### config.mk
export PLATFORM = sky130hd
export DESIGN_NAME = status_flag_unit
export DESIGN_NICKNAME = d
export VERILOG_FILES = /design/src/rtl/status_flag_pkg.sv /design/src/rtl/flag_ctrl.sv /design/src/rtl/flag_dp.sv /design/src/rtl/cond_eval.sv /design/src/rtl/status_flag_unit.sv
export SDC_FILE = /design/constraint.sdc
export NUM_CORES = 1
export LEC_CHECK = 0
export BUFFER_PORTS_ARGS = -buffer_cell sky130_fd_sc_hd__clkbuf_2
export CAP_MARGIN = 30
export CORE_MARGIN = 4
export CORE_UTILIZATION = 36
export DETAILED_ROUTE_END_ITERATION = 8
export GPL_TIMING_DRIVEN = 0
export HOLD_SLACK_MARGIN = 0.03
export PLACE_DENSITY_LB_ADDON = 0.3
export SLEW_MARGIN = 0
export SYNTH_ARGS = -nofsm -noshare
export SYNTH_HDL_FRONTEND = slang
export SYNTH_HIERARCHICAL = 1
export SYNTH_SLANG_ARGS = --single-unit
### constraint.sdc
create_clock -name clk -period 1.6 [get_ports clk]
set_clock_uncertainty 0.05 [all_clocks]
set_input_delay 0.24 -clock clk [delete_from_list [all_inputs] [get_ports clk]]
set_output_delay 0.24 -clock clk [all_outputs]
set_load 0.05 [all_outputs]
### src/rtl/status_flag_pkg.sv
package status_flag_pkg;
  localparam int FLAG_W  = 8;
  localparam int USER_N  = 2;
  localparam int ARITH_N = FLAG_W - USER_N;
  localparam int COND_W  = 4;
  localparam int BIT_C = 7;
  localparam int BIT_Z = 6;
  localparam int BIT_S = 5;
  localparam int BIT_V = 4;

  typedef struct packed {
    logic               loadAll;
    logic [ARITH_N-1:0] arithWrite;
    logic               userWrite;
    logic               pushReq;
  } flagStrobes_t;
endpackage

### src/rtl/flag_ctrl.sv
module flag_ctrl
  import status_flag_pkg::*;
(
  input  logic [ARITH_N-1:0] aluWe,
  input  logic               userWe,
  input  logic               popLoad,
  input  logic               trapEntry,
  output flagStrobes_t       strobes
);
  // Interrupt-return load takes priority over every other writer.
  always_comb begin
    strobes.loadAll    = popLoad;
    strobes.arithWrite = popLoad ? '0 : aluWe;
    strobes.userWrite  = userWe & ~popLoad;
    strobes.pushReq    = trapEntry;
  end
endmodule

### src/rtl/flag_dp.sv
module flag_dp
  import status_flag_pkg::*;
(
  input  logic               clk,
  input  logic               rstN,
  input  flagStrobes_t       strobes,
  input  logic [ARITH_N-1:0] aluVal,
  input  logic [USER_N-1:0]  userVal,
  input  logic [FLAG_W-1:0]  popData,
  output logic [FLAG_W-1:0]  flags,
  output logic               pushValid,
  output logic [FLAG_W-1:0]  pushData
);
  logic [ARITH_N-1:0] arithQ;
  logic [USER_N-1:0]  userQ;

  always_ff @(posedge clk or negedge rstN) begin
    if (!rstN) begin
      arithQ <= '0;
    end else begin
      for (int i = 0; i < ARITH_N; i++) begin
        if (strobes.loadAll)            arithQ[i] <= popData[i+USER_N];
        else if (strobes.arithWrite[i]) arithQ[i] <= aluVal[i];
      end
    end
  end

  // User bits carry no reset on purpose.
  always_ff @(posedge clk) begin
    if (strobes.loadAll)        userQ <= popData[USER_N-1:0];
    else if (strobes.userWrite) userQ <= userVal;
  end

  assign flags     = {arithQ, userQ};
  assign pushValid = strobes.pushReq;
  assign pushData  = flags;

  genvar g;
  generate
    for (g = 0; g < ARITH_N; g++) begin : g_hold
      p_arith_hold_r2: assert property (@(posedge clk) disable iff (!rstN)
        (!strobes.loadAll && !strobes.arithWrite[g]) |=> $stable(arithQ[g]))
        else $error("arith flag %0d changed without enable", g);
    end
  endgenerate

  p_user_hold_r3: assert property (@(posedge clk) disable iff (!rstN)
    (!strobes.loadAll && !strobes.userWrite) |=> $stable(userQ))
    else $error("user bits changed without write");
endmodule

### src/rtl/cond_eval.sv
module cond_eval
  import status_flag_pkg::*;
(
  input  logic [COND_W-1:0] code,
  input  logic              fC,
  input  logic              fZ,
  input  logic              fS,
  input  logic              fV,
  output logic              taken
);
  logic [7:0] basePred;
  logic       lessThan;

  always_comb begin
    lessThan    = fS ^ fV;
    basePred[0] = 1'b0;
    basePred[1] = lessThan;
    basePred[2] = fZ | lessThan;
    basePred[3] = fC | fZ;
    basePred[4] = fV;
    basePred[5] = fS;
    basePred[6] = fZ;
    basePred[7] = fC;
    // Upper half of the code space inverts the lower half.
    taken = basePred[code[COND_W-2:0]] ^ code[COND_W-1];
  end
endmodule

### src/rtl/status_flag_unit.sv
module status_flag_unit
  import status_flag_pkg::*;
(
  input  logic        clk,
  input  logic        rstN,
  input  logic [5:0]  aluWe,
  input  logic [5:0]  aluVal,
  input  logic        userWe,
  input  logic [1:0]  userVal,
  input  logic        popLoad,
  input  logic [7:0]  popData,
  input  logic        trapEntry,
  output logic        pushValid,
  output logic [7:0]  pushData,
  input  logic [3:0]  condCode,
  output logic        taken,
  output logic [7:0]  flagsOut
);
  flagStrobes_t strobes;

  flag_ctrl u_ctrl (
    .aluWe(aluWe), .userWe(userWe), .popLoad(popLoad),
    .trapEntry(trapEntry), .strobes(strobes)
  );

  flag_dp u_dp (
    .clk(clk), .rstN(rstN), .strobes(strobes), .aluVal(aluVal),
    .userVal(userVal), .popData(popData), .flags(flagsOut),
    .pushValid(pushValid), .pushData(pushData)
  );

  cond_eval u_cond (
    .code(condCode), .fC(flagsOut[BIT_C]), .fZ(flagsOut[BIT_Z]),
    .fS(flagsOut[BIT_S]), .fV(flagsOut[BIT_V]), .taken(taken)
  );

  p_pop_load_r6: assert property (@(posedge clk) disable iff (!rstN)
    popLoad |=> flagsOut == $past(popData))
    else $error("pop load not applied");

  p_push_r5: assert property (@(posedge clk) disable iff (!rstN)
    trapEntry |-> (pushValid && pushData == flagsOut))
    else $error("push value mismatch");

  p_zero_test_r7: assert property (@(posedge clk) disable iff (!rstN)
    (condCode == 4'h6) |-> (taken == flagsOut[BIT_Z]))
    else $error("zero test wrong");

  p_never_r7: assert property (@(posedge clk) disable iff (!rstN)
    (condCode == 4'h0) |-> !taken)
    else $error("never code taken");

  p_always_r8: assert property (@(posedge clk) disable iff (!rstN)
    (condCode == 4'h8) |-> taken)
    else $error("always code not taken");
endmodule

# ---- Yosys cells after proc, flatten, opt, wreduce, memory -nomap -nowiden
# Index checks and enable logic that the tools add are counted.
dict set report op_classes {
  muxes 17
  n_reduce_logical 7
  n_div 0
  n_lt_le_gt_ge 1
  multipliers 0
  shift 0
  n_eq_ne 0
  addsub 0
  n_bitwise 6
}
# op n
set op_table {}
lappend op_table {{nonzero test 2 bit} 7}
lappend op_table {{2-to-1 mux 1 bit} 13}
lappend op_table {{2-to-1 mux 6 bit} 1}
lappend op_table {{less-than comparator 3 x 4 -> 1 bit (second input constant)} 1}
lappend op_table {{2-to-1 mux 2 bit} 2}
lappend op_table {{binary-select mux 1 bit (select 3 bit)} 1}
lappend op_table {{bitwise OR 1 bit} 2}
lappend op_table {{XOR 1 bit} 2}
lappend op_table {{bitwise AND 1 bit} 1}
lappend op_table {{inverter 1 bit} 1}
dict set report totals {
  word_cells 38
  romBits 0
  mem_count 0
  latchBits 0
  ram_bits 0
  reg_bits 8
}

# ---- Logic depth before layout (Yosys ltp)
dict set report depth {
  word_depth 5
  depth_mapped 4
  ltp_nobuf 4
}

# ---- By module
# Netlist, hierarchy kept.
# mod n_inst cells_per_inst area_each_um2
set modules_own_cells {}
lappend modules_own_cells {flag_dp 1 39 430.4}
lappend modules_own_cells {cond_eval 1 10 85.1}
lappend modules_own_cells {flag_ctrl 1 9 58.8}

# ---- Worst setup path before layout
# OpenSTA, ideal clock, no wires.
dict set report synth_timing {
  kind {flip-flop to output port}
  startpoint {register u_dp.arithQ[5]}
  endpoint {output port taken}
  arrival_time_ns 2.025
  path_stages_with_launch 5
  setup_slack_ns -0.715
  path_buffers 0
  cell_sequence {dfrtp_1 > mux4_2 > nor2b_1 > a31oi_1 > xor2_1}
}
dict set report synth_via {
  elab_chain_len 4
}
# item line
set synth_rtl {}
lappend synth_rtl {{start: declaration} flag_dp.sv:14} ;# logic [ARITH_N-1:0] arithQ;
lappend synth_rtl {{start signal: indexed assignment} flag_dp.sv:22} ;# if (strobes.loadAll) arithQ[i] <= popData[i+USER_N];
lappend synth_rtl {{start signal: indexed assignment} flag_dp.sv:23} ;# else if (strobes.arithWrite[i]) arithQ[i] <= aluVal[i];
lappend synth_rtl {{bitwise OR 1 bit} cond_eval.sv:19} ;# basePred[3] = fC | fZ;
lappend synth_rtl {{binary-select mux 1 bit (select 3 bit) *} cond_eval.sv:25} ;# taken = basePred[code[COND_W-2:0]] ^ code[COND_W-1];
lappend synth_rtl {{2-to-1 mux 1 bit (implied by the code) *} cond_eval.sv:25}
lappend synth_rtl {{XOR 1 bit *} cond_eval.sv:25}
lappend synth_rtl {{end: declaration} status_flag_unit.sv:16} ;# output logic taken,
# Mark *: on every way between the ends. The rest lies on a longest branch, timed or not. The select of a mux whose other input is x is not followed.

# ---- Worst setup path in the final report
dict set report layout_timing {
  startpoint {register u_dp.arithQ[2]}
  endpoint {output port taken}
}
dict set report layout_via {
  elab_chain_len 5
}
# item line
set layout_rtl {}
lappend layout_rtl {{XOR 1 bit} cond_eval.sv:15} ;# lessThan = fS ^ fV;
lappend layout_rtl {{bitwise OR 1 bit} cond_eval.sv:18} ;# basePred[2] = fZ | lessThan;
lappend layout_rtl {{binary-select mux 1 bit (select 3 bit) *} cond_eval.sv:25}
lappend layout_rtl {{2-to-1 mux 1 bit (implied by the code) *} cond_eval.sv:25}
lappend layout_rtl {{XOR 1 bit *} cond_eval.sv:25}
# Marked as above.

==> metrics.md <==
| Metric | Value |
|---|---|
| Avg WL per Cell | between 10 and 15 um |
| Std-Cell Rows | 14 |
| Worst EP required | 1.31 ns |
| RR Startpoint | u_dp/arithQ[3] |
| Setup Viol. Count Final | 1 |
| Final worst-path cycle share | 122% |
| Dominant combinational cell family by area after synthesis | multiplexers |
| Post-Synth Adder-Cell Area | 0% |
| WHS Path Cells | 3 |
| Die Span X | 47.9 um |
| Mux cell area share after synthesis | 18.3% |
| Seq cells post-synth | 8 |
| Latest clock arrival within the worst-skew pair | between 0.2 and 0.25 ns |
| Max Clk Rate | 513 MHz |
| Leak Pwr | 0.491 nW |
| CTS tree | built |
| Top cell type's share of synthesized area | 26.1% |
| Worst slew pin tran | 0.286 ns |
| CP max FO | 3 |
| Synthesized instance count | 58 |
| Initial antenna violation count | 0 |
| Full die area | 2300 sq um |
| Largest net degree at the start of global routing | 11 |
| DRT Pass-1 Iters | 4 |
| Synth Net Count | 89 |
| Netlist cell types | 17 |
| Cell taking the most area after synthesis | dfrtp_1 |
| Synth Area in Compound Gates | roughly 8.7% |
| Clock-pin slew on the worst setup and hold paths | 0.06 ns |
| Synthesis Warnings | 6 |
| Cells on worst reg2reg path | 3 |
| Failing checks | negative setup slack |
| Share of layout cells above drive strength 1 | 67.5% |
| R2R setup slack | around 0.64 ns |
| Core Area | 1510 sq um |
| Max cap viols | 0 |
| Setup crit end kind | output pin |
| Post-synth top flop | dfrtp_1 |
| GRT Util Overall | 13.5% |
| PortBufs | 47 |
| Seq/Total Area, Yosys | 36.6% |
| H-tree depth | 1 |
| Crit path time final | 1.95 ns |
| Hold Path Class | in2reg |
| R2r endpoint | u_dp/arithQ[3] |
| Nets | 146 |
| Hold path startpoint | popData[3] |
| Kind of critical path | reg2out |
| Fillers | 142 |
| GP Congestion | 0.624 |
| Clock Path Buffers | 2 |
| Post-Synth XOR/XNOR Area | between 3 and 4% |
| Root Driver | clkbuf_4 |
| Hpwl dp | roughly 1.2 mm |
| Post-layout util | between 60 and 70% |
| Commonest cells post-synth | buf_4 (11), nor2b_1 (8) |
| Sequential Area | ~220 sq um |
| Initial Util | 38.1% |
| Die Y | about 48 um |
| Simple-Gate Fraction of Synth Area | 17.0% |
| Ys async rst share | between 70% and 80% |
| Most frequent cell after synthesis | buf_4 |
| Vias in the first global route | 487 |
| Starting DRT DRC Count | 9 |
| Fin. max-slew vios | 0 |
| Area growth from synthesis to layout | 61.4% |
| Setup slack after layout | -0.350 ns |
| PwrDens | 888 nW/um^2 |
| Routed Antenna Nets | 0 |
| WHS Endpoint | u_dp/arithQ[1] |
| Hold Fails Final Rpt | 0 |
| Syn avg cell area | 9.90 sq um |
| Vias/cell | 4.45 |
| Critical Path AT | 1.66 ns |
| Ports | 49 |
| # diodes | 0 |
| Pre-CTS WS | -0.242 ns |
| Final instance area | 927 sq um |
| Post-Syn Area | 574 sq um |
| Multi-input gate area | 287 sq um |
| Post-synth EDFFs | 2 |
| Number of buffers created by CTS | 3 |
| DRC | 0 |
| Setup TNS | -0.350 ns |
| Placed cell areas | roughly 840 sq um |
| Rel. slew slack | 81.0% |
| Hold slack | 0.148 ns |
| Total Wirelength | 1.45 mm |
| Via count | 579 |
| CTS Sinks | 8 |
| Top post-synthesis cells by area | dfrtp_1 (26%), buf_4 (14%), mux2i_1 (10%) |
| Startpoint types | register |
| GRT Residual Overflow | 0 |
| Global-route wire length before repair | 2.10 mm |
| RSZ-0062 raised after global routing | true |
| Maximum vdd ir drop | a little under 0.6 mV |
| Outcome | finished, violations left |
[logic make-up (layout without fill, tap and decap cells)]
group,Yosys count,after routing
mux,9,9
compound gates,9,9
simple gates,18,18
xor+xnor,2,2
flops,8,8
buf+inv,12,68
[cells in the final DEF (no fill, tap or decap), types with 2 or more instances in the layout]
cell,n
mux2_2,2
dfrtp_2,4
o21ai_0,6
nor2b_1,7
clkbuf_4,3
clkbuf_2,46
dfrtp_1,2
edfxtp_1,2
buf_4,15
mux2i_1,6
nand2_1,6
[per-layer routing]
| layer | routed length (um) | vias up | GRT usage, % | share of wire (%) |
|---|---|---|---|---|
| li1 | - | 298 | - | - |
| met4 | 0 | 0 | 6.45 | 0 |
| met1 | 549 | 251 | 16.2 | 38 |
| met3 | 153 | 0 | 2.26 | 11 |
| met2 | 742 | 30 | 23.2 | 51 |
| met5 | 0 | - | 0 | 0 |
[state kept, by name (all words and copies together) (netlist names)]
signal	count
u_dp/arithQ	6
u_dp/userQ	2
[through the flow]
step                      cells  power [W]
after global routing        130   0.000869
final                       130   0.000823
after detailed placement    121   0.000631
after CTS                   130   0.000826
after floorplan              58   0.000531
after global placement      121   0.000625
[critical path, stage by stage, from the launching register on]
cell and delay (ns):
dfrtp_2 0.42, mux4_2 0.46, nor2b_2 0.13, a31oi_2 0.06
xor2_2 0.17, buf_8 0.16
[final cells by class]
cell class	count	area share, %
plain buffers	12	10.1
clock buffers	4	2.83
multi-input cells	38	30.9
flip-flops and latches	8	23.2
well taps	16	2.16
repair buffers	52	30.8
[worst max path at each step]
stage | slack, ns | startpoint | depth (start not counted) | end
global route | -0.41 | u_dp/arithQ[2] | 5 | taken
detailed placement | -0.24 | u_dp/arithQ[5] | 5 | taken
finish | -0.35 | u_dp/arithQ[2] | 5 | taken
floorplan | -0.40 | u_dp/arithQ[5] | 4 | taken
global placement | -0.21 | u_dp/arithQ[5] | 5 | taken
CTS | -0.38 | u_dp/arithQ[2] | 5 | taken
[power by group]
| part | total, W | leakage (nW) | switching, W | internal (W) |
|---|---|---|---|---|
| Clock | 0.000164 | 0.0150 | 0.0000682 | 0.0000953 |
| Sequential | 0.000248 | 0.0882 | 0.0000147 | 0.000234 |
| Combinational | 0.000411 | 0.388 | 0.000259 | 0.000152 |
| Total | 0.000823 | 0.491 | 0.000342 | 0.000481 |
[repair_timing]
action / CTS / global route
pin swaps: 1 / 0
hold buffers: 1 / 0
resized for setup: 4 / 1
setup buffers: 4 / 0
endpoints found under the setup margin: 1 / 1
hold endpoints to repair: 6 / 0
(Power assumes the default switching activity.)
